===== src/rtl/tty_pkg.sv =====
package tty_pkg;

  typedef enum logic [2:0] {
    ST_IDLE,
    ST_RX_DATA,
    ST_RX_STOP,
    ST_TX_DATA,
    ST_TX_STOP
  } tty_state_e;

endpackage


===== src/rtl/tty_rx_sync.sv =====
module tty_rx_sync #(
  parameter int SYNC_DEPTH = 2
) (
  input  logic clk,
  input  logic rst,
  input  logic line_in,
  output logic line_s,
  output logic line_fall
);

  logic [SYNC_DEPTH-1:0] chain_q;
  logic                  prev_q;

  always_ff @(posedge clk) begin
    if (rst) begin
      chain_q <= '1;
      prev_q  <= 1'b1;
    end else begin
      chain_q <= {chain_q[SYNC_DEPTH-2:0], line_in};
      prev_q  <= chain_q[SYNC_DEPTH-1];
    end
  end

  assign line_s    = chain_q[SYNC_DEPTH-1];
  assign line_fall = prev_q & ~chain_q[SYNC_DEPTH-1];

endmodule


===== src/rtl/tty_bit_timer.sv =====
module tty_bit_timer #(
  parameter int CLK_DIV = 16,
  parameter int TW      = $clog2(CLK_DIV)
) (
  input  logic          clk,
  input  logic          rst,
  input  logic          load,
  input  logic [TW-1:0] load_val,
  input  logic          run,
  output logic          tick
);

  localparam logic [TW-1:0] RELOAD = TW'(CLK_DIV - 1);

  logic [TW-1:0] cnt_q;

  always_ff @(posedge clk) begin
    if (rst) begin
      cnt_q <= RELOAD;
    end else if (load) begin
      cnt_q <= load_val;
    end else if (run) begin
      if (cnt_q == '0) cnt_q <= RELOAD;
      else             cnt_q <= cnt_q - 1'b1;
    end
  end

  assign tick = run && !load && (cnt_q == '0);

endmodule


===== src/rtl/tty_shift_buf.sv =====
module tty_shift_buf #(
  parameter int STAGES = 9
) (
  input  logic              clk,
  input  logic              rst,
  input  logic              preset,
  input  logic              load,
  input  logic [STAGES-1:0] load_val,
  input  logic              shift,
  input  logic              shift_in,
  output logic [STAGES-1:0] q
);

  for (genvar i = 0; i < STAGES; i++) begin : g_stage
    logic stage_q;
    logic upper;

    if (i == STAGES - 1) begin : g_top
      assign upper = shift_in;
    end else begin : g_mid
      assign upper = q[i+1];
    end

    always_ff @(posedge clk) begin
      if (rst || preset)  stage_q <= 1'b1;
      else if (load)      stage_q <= load_val[i];
      else if (shift)     stage_q <= upper;
    end

    assign q[i] = stage_q;
  end

endmodule


===== src/rtl/tty_serial_port.sv =====
module tty_serial_port
  import tty_pkg::*;
#(
  parameter int CLK_DIV    = 1085,
  parameter int DATA_BITS  = 8,
  parameter int SYNC_DEPTH = 2
) (
  input  logic                 clk,
  input  logic                 rst,
  input  logic                 rx_line,
  output logic                 tx_line,
  input  logic                 wr_stb,
  input  logic [DATA_BITS-1:0] wr_byte,
  input  logic                 rd_stb,
  input  logic                 rd_ascii,
  output logic [DATA_BITS-1:0] rd_byte,
  input  logic                 mask_wr,
  input  logic                 mask_val,
  output logic                 busy,
  output logic                 ready,
  output logic                 irq,
  output logic                 frame_err
);

  localparam int STAGES = DATA_BITS + 1;
  localparam int TW     = $clog2(CLK_DIV);
  localparam logic [TW-1:0]     FULL_LD  = TW'(CLK_DIV - 1);
  localparam logic [TW-1:0]     HALF_LD  = TW'(CLK_DIV / 2 - 1);
  localparam logic [STAGES-1:0] ALL_MARK = '1;
  localparam logic [STAGES-1:0] TX_LAST  = STAGES'(1);

  tty_state_e        state_q;
  logic              tx_q, ready_q, mask_q, ferr_q;
  logic              rx_s, rx_fall, tick;
  logic [STAGES-1:0] buf_q;
  logic              wr_go, rx_go, rx_false, tx_end;
  logic              buf_shift, shift_in, tmr_load;
  logic [TW-1:0]     tmr_val;

  tty_rx_sync #(.SYNC_DEPTH(SYNC_DEPTH)) u_sync (
    .clk(clk), .rst(rst), .line_in(rx_line),
    .line_s(rx_s), .line_fall(rx_fall)
  );

  tty_bit_timer #(.CLK_DIV(CLK_DIV), .TW(TW)) u_timer (
    .clk(clk), .rst(rst), .load(tmr_load), .load_val(tmr_val),
    .run(state_q != ST_IDLE), .tick(tick)
  );

  tty_shift_buf #(.STAGES(STAGES)) u_buf (
    .clk(clk), .rst(rst), .preset(rx_go), .load(wr_go),
    .load_val({1'b1, wr_byte}), .shift(buf_shift),
    .shift_in(shift_in), .q(buf_q)
  );

  // start conditions: a write has priority over a receive edge
  assign wr_go    = (state_q == ST_IDLE) && wr_stb;
  assign rx_go    = (state_q == ST_IDLE) && !wr_stb && rx_fall && !ready_q;
  assign tmr_load = wr_go || rx_go;
  assign tmr_val  = wr_go ? FULL_LD : HALF_LD;

  // first receive sample still at mark: drop the character
  assign rx_false = (state_q == ST_RX_DATA) && tick && (buf_q == ALL_MARK) && rx_s;
  // transmit marker sits alone in the lowest stage: ninth pulse
  assign tx_end   = (state_q == ST_TX_DATA) && tick && (buf_q == TX_LAST);

  assign buf_shift = ((state_q == ST_RX_DATA) && tick && !rx_false) ||
                     ((state_q == ST_TX_DATA) && tick && !tx_end);
  assign shift_in  = (state_q == ST_RX_DATA) ? rx_s : 1'b0;

  always_ff @(posedge clk) begin
    if (rst) begin
      state_q <= ST_IDLE;
      tx_q    <= 1'b1;
      ready_q <= 1'b0;
      mask_q  <= 1'b0;
      ferr_q  <= 1'b0;
    end else begin
      if (mask_wr) mask_q <= mask_val;
      if (rd_stb)  ready_q <= 1'b0;

      unique case (state_q)
        ST_IDLE: begin
          if (wr_go) begin
            ready_q <= 1'b0;
            ferr_q  <= 1'b0;
            tx_q    <= 1'b0;
            state_q <= ST_TX_DATA;
          end else if (rx_go) begin
            ferr_q  <= 1'b0;
            state_q <= ST_RX_DATA;
          end
        end
        ST_RX_DATA: begin
          if (rx_false)      state_q <= ST_IDLE;
          else if (!tick && !buf_q[0]) state_q <= ST_RX_STOP;
        end
        ST_RX_STOP: begin
          if (tick) begin
            if (rx_s) ready_q <= 1'b1;
            else      ferr_q  <= 1'b1;
            state_q <= ST_IDLE;
          end
        end
        ST_TX_DATA: begin
          if (tx_end) begin
            tx_q    <= 1'b1;
            state_q <= ST_TX_STOP;
          end else if (tick) begin
            tx_q <= buf_q[0];
          end
        end
        ST_TX_STOP: begin
          if (tick) begin
            ready_q <= 1'b1;
            state_q <= ST_IDLE;
          end
        end
        default: state_q <= ST_IDLE;
      endcase
    end
  end

  assign tx_line   = tx_q;
  assign busy      = (state_q != ST_IDLE);
  assign ready     = ready_q;
  assign irq       = ready_q & mask_q;
  assign frame_err = ferr_q;
  assign rd_byte   = rd_stb ? {rd_ascii | buf_q[STAGES-1], buf_q[STAGES-2:1]} : '0;

  AST_IDLE_MARK: assert property (@(posedge clk) disable iff (rst)
    !busy |-> tx_line);
  AST_START_SPACE: assert property (@(posedge clk) disable iff (rst)
    (!busy && wr_stb) |=> (busy && !tx_line));
  AST_READY_NOT_BUSY: assert property (@(posedge clk) disable iff (rst)
    busy |-> !ready);
  AST_READY_ON_END: assert property (@(posedge clk) disable iff (rst)
    $rose(ready) |-> ($past(busy) && !busy));
  AST_WRITE_IGNORED: assert property (@(posedge clk) disable iff (rst)
    (busy && wr_stb && !tick) |=> ($stable(buf_q) && $stable(tx_line)));
  AST_FERR_NO_READY: assert property (@(posedge clk) disable iff (rst)
    $rose(frame_err) |-> !ready);

endmodule


===== config.mk =====
export PLATFORM = sky130hd
export DESIGN_NAME = tty_serial_port
export DESIGN_NICKNAME = d
export VERILOG_FILES = /design/src/rtl/tty_pkg.sv /design/src/rtl/tty_rx_sync.sv /design/src/rtl/tty_bit_timer.sv /design/src/rtl/tty_shift_buf.sv /design/src/rtl/tty_serial_port.sv
export SDC_FILE = /design/constraint.sdc
export NUM_CORES = 1
export LEC_CHECK = 0
export ABC_AREA = 1
export CORE_AREA = 2 2 65 67
export CTS_CLUSTER_DIAMETER = 30
export CTS_CLUSTER_SIZE = 10
export DETAILED_ROUTE_END_ITERATION = 8
export DIE_AREA = 0 0 67 69
export GPL_ROUTABILITY_DRIVEN = 0
export GPL_TIMING_DRIVEN = 0
export PLACE_DENSITY = 0.78
export REMOVE_ABC_BUFFERS = 1
export SLEW_MARGIN = 20
export SYNTH_ARGS = -nofsm -noshare
export SYNTH_HDL_FRONTEND = slang
export SYNTH_SLANG_ARGS = --single-unit

===== constraint.sdc =====
create_clock -name clk -period 1.4 [get_ports clk]
set_input_delay 0.21 -clock clk [delete_from_list [all_inputs] [get_ports clk]]
set_output_delay 0.21 -clock clk [all_outputs]
set_load 0.005 [all_outputs]

==> results.cfg <==
[run_status]
status = finished with violations
violations = setup timing

[worst_setup_path]
cp.buffers_inverters = 0
rr_worst_depth = 8
regToRegStartpoint = u_timer.cnt_q[9]$_SDFFE_PP0P_
critPathCaptureType = flip-flop
worstPathArrival_ps = 1720
crit_type = flip-flop to flip-flop
worstPathMaxFanout = 5
cp_cell_sequence = nor2_2 -> nand3_4 -> nor2_4 -> nand2_2 -> nand3_2 -> nand3_2 -> nor2_1 -> nor2_1
start_kind = flip-flop
r2r_end = state_q[1]$_SDFFE_PP0P_
crit_family = simple AND/OR/NAND/NOR gates
cp_slowest_stage_delay_ps = 360
cpMaxStageDelayCell = dfxtp_1
crit_required_ps = 1580
rrSetupSlack_ps = -140

[synthesis]
postSynth.asyncResetShare_pct = 0
ys_warn_count = 0
synth_compound_area_share_pct = 11.5
seq_area_frac_synth_pct = 33.6
synth_fa_ha_area_share_pct = 1.40
yosys.area.top_type = dfxtp_1
synth_top_family_by_area = simple AND/OR/NAND/NOR gates
synth_top_area_share_pct = 33.6
synth-xor-area-share_pct = 1.47
synthSimpleGateAreaFrac_pct = 40.2
postSynthCellCount = 268
synth_area_per_cell_um2 = 6.68
synth.distinct_cells = 34
ys_ff_latch = 30
syn_area_mm2 = 0.00179
synth.most_common_cell = nand2_1
ys.flop_type = dfxtp_1
synth-edff-count = 0
synthMuxAreaShare_pct = 0
yosys-top-cells-area = dfxtp_1, nand2_1, inv_1
netlist_top_cells_count = nand2_1, inv_1, dfxtp_1

[hold_path]
holdPathStages = 1
hold_class = flip-flop to flip-flop
hold_start = u_sync.chain_q[0]$_SDFF_PP1_
min_to = u_sync.chain_q[1]$_SDFF_PP1_

[global_route]
grt_max_degree = 11
antenna_found_initial = 0
grt_pass1_vias = 1681
grt_overflow = 0
grt_pass1_wl_um = 7310
track_usage_pct = 20.4

[timing]
fmax_mhz = 648
rsz0062_at_grt = true
setup_tns_ps = -1690
fin_hold_ws_ps = 409
max_slew_margin_pct = 73.0
fin_ws_ps = -142
drv_slew = 0
finalCritPeriodShare_pct = 110
fin_crit_ps = 1540
setup_violations = 19
skew_ps = 3.52
tightestPinTransition_ps = 404
hold_viol_final = 0

[drt]
routed_wl_um = 5340
drt_iter0_markers = 92
met3WireLength_um = 296
post-route-drc-count = 0
wl_met2_um = 2670
vias_per_cell = 5.26
wire_per_inst_um = 14.3
drtPass1Iterations = 4
maxUsedRoutingLayer = met4
wl_met1_um = 2180
ant_nets = 0
vias = 1969

[placement]
dpl-instance-area_mm2 = 0.00210
place_inst = 341
io_buffers = 28
dp_slack_ps = -926
hpwl_um = 2830

[clock_tree]
cts_buffers = 5
cts.clk_slew.worst_paths_ps = 60
cts_hold_buf = 0
cts_max_path_buffers = 2
clk_latency_ps = 290
h-tree-depth = 2
cts_num_sinks = 30
cts_root_buf = clkbuf_8
cts_tree = yes

[floorplan]
ioPinCount = 29
dieArea_mm2 = 0.00462
rows = 23
die_y_um = 69
initial_core_util_pct = 45.7
core_mm2 = 0.00391
die_w_um = 67

[power_and_ir_drop]
p_per_area_mw_per_mm2 = 1720
leakage_nw = 1.32
vdd_ir_drop_max_mv = 1.19
power.total_mw = 4.63

[finish]
nFillCells = 291
layout.nets = 343
area_growth_pct = 50.8
fin_cells = 374
postLayoutCellArea_mm2 = 0.00270
multi_input_area_mm2 = 0.00122
drive_above_1_share_pct = 40.7
seq_area_um2 = 628
n_antenna_cell = 0
fin_util_pct = 69.0

[flow_run]
maxCapViolCount = 0
==> worst reg2reg max path: stages (launching register included) <==
cell	delay, ps
dfxtp_1	360
nor2_2	210
nand3_4	140
nor2_4	230
nand2_2	100
nand3_2	100
nand3_2	100
nor2_1	130
nor2_1	70
==> kinds of logic (layout without fill, tap and decap cells) <==
family                     after synthesis  count (layout)
xor gates and xnor gates                 3               3
and+or+nand+nor                        149             149
adders and majority gates                2               2
buffers and inverters                   51             107
DFF                                     30              30
AOI/OAI and AO/OA                       33              33
==> cell type report <==
class                           instances  share of cell area [%]
Sequential cell                        30                    23.3
Tap cell                               50                    2.32
Timing Repair Buffer                   55                    19.0
Multi-Input combinational cell        187                    45.1
Clock buffer                            6                    3.06
Inverter                               46                    7.23
==> sequential cells by signal, summed over array words and instances, names as in the netlist, 2 cells and up <==
register / count
u_sync.chain_q: 2
state_q: 3
u_timer.cnt_q: 11
u_buf.g_stage.upper: 8
==> power breakdown <==
group / leakage [nW] / switching (mW) / internal [mW]
registers: 0.248 / 0.196 / 1.08
clock network: 0.0431 / 0.306 / 0.378
logic: 1.03 / 1.54 / 1.13
total: 1.32 / 2.04 / 2.59
==> worst max-delay path by stage <==
stage                                        startpoint                               endpoint  slack (ps)  cells after the start
after global placement                           wr_stb    u_buf.g_stage[6].upper$_SDFFE_PP1P_        -930                      8
final                     u_timer.cnt_q[9]$_SDFFE_PP0P_                state_q[1]$_SDFFE_PP0P_        -140                      8
after floorplan                 state_q[0]$_SDFFE_PP0P_    u_buf.g_stage[4].upper$_SDFFE_PP1P_        -270                      8
after global routing      u_timer.cnt_q[9]$_SDFFE_PP0P_                state_q[1]$_SDFFE_PP0P_        -250                      9
after detailed placement                         wr_stb  u_buf.g_stage[0].stage_q$_SDFFE_PP1P_        -930                      8
after CTS                 u_timer.cnt_q[0]$_SDFFE_PP0P_                state_q[1]$_SDFFE_PP0P_         -10                     10
==> routing by layer <==
metal / vias to the layer above / global-route usage, %
met4: 0 / 8.84
met5: - / 0
li1: 961 / -
met1: 918 / 25.3
met3: 21 / 6.36
met2: 69 / 31.9
==> timing repair <==
action,CTS,global route
setup endpoints to repair,33,33
buffers inserted,19,10
resized for setup,41,72
pin swaps,14,27
==> cells in the final DEF (no fill, tap or decap), types with 2 or more instances in the layout <==
master / Yosys / layout
a21oi_1: 15 / 14
a21oi_2: 1 / 2
a31oi_1: 2 / 2
buf_4: 0 / 21
buf_6: 2 / 6
clkbuf_8: 0 / 6
clkdlybuf4s50_1: 0 / 16
dfxtp_1: 30 / 12
dfxtp_2: 0 / 16
dfxtp_4: 0 / 2
dlygate4sd2_1: 0 / 5
dlymetal6s2s_1: 0 / 5
inv_1: 38 / 34
inv_2: 6 / 6
inv_4: 1 / 2
nand2_1: 70 / 49
nand2_2: 0 / 18
nand2_4: 2 / 4
nand3_1: 25 / 13
nand3_2: 5 / 14
nand3_4: 0 / 3
nand4_1: 3 / 3
nor2_1: 28 / 18
nor2_2: 3 / 8
nor2_4: 4 / 9
nor3_1: 3 / 3
o211ai_1: 2 / 2
o21ai_0: 6 / 6
o22ai_1: 2 / 2
o31ai_1: 2 / 2
or2_2: 3 / 3
xor2_1: 2 / 2
(Power assumes the default switching activity.)
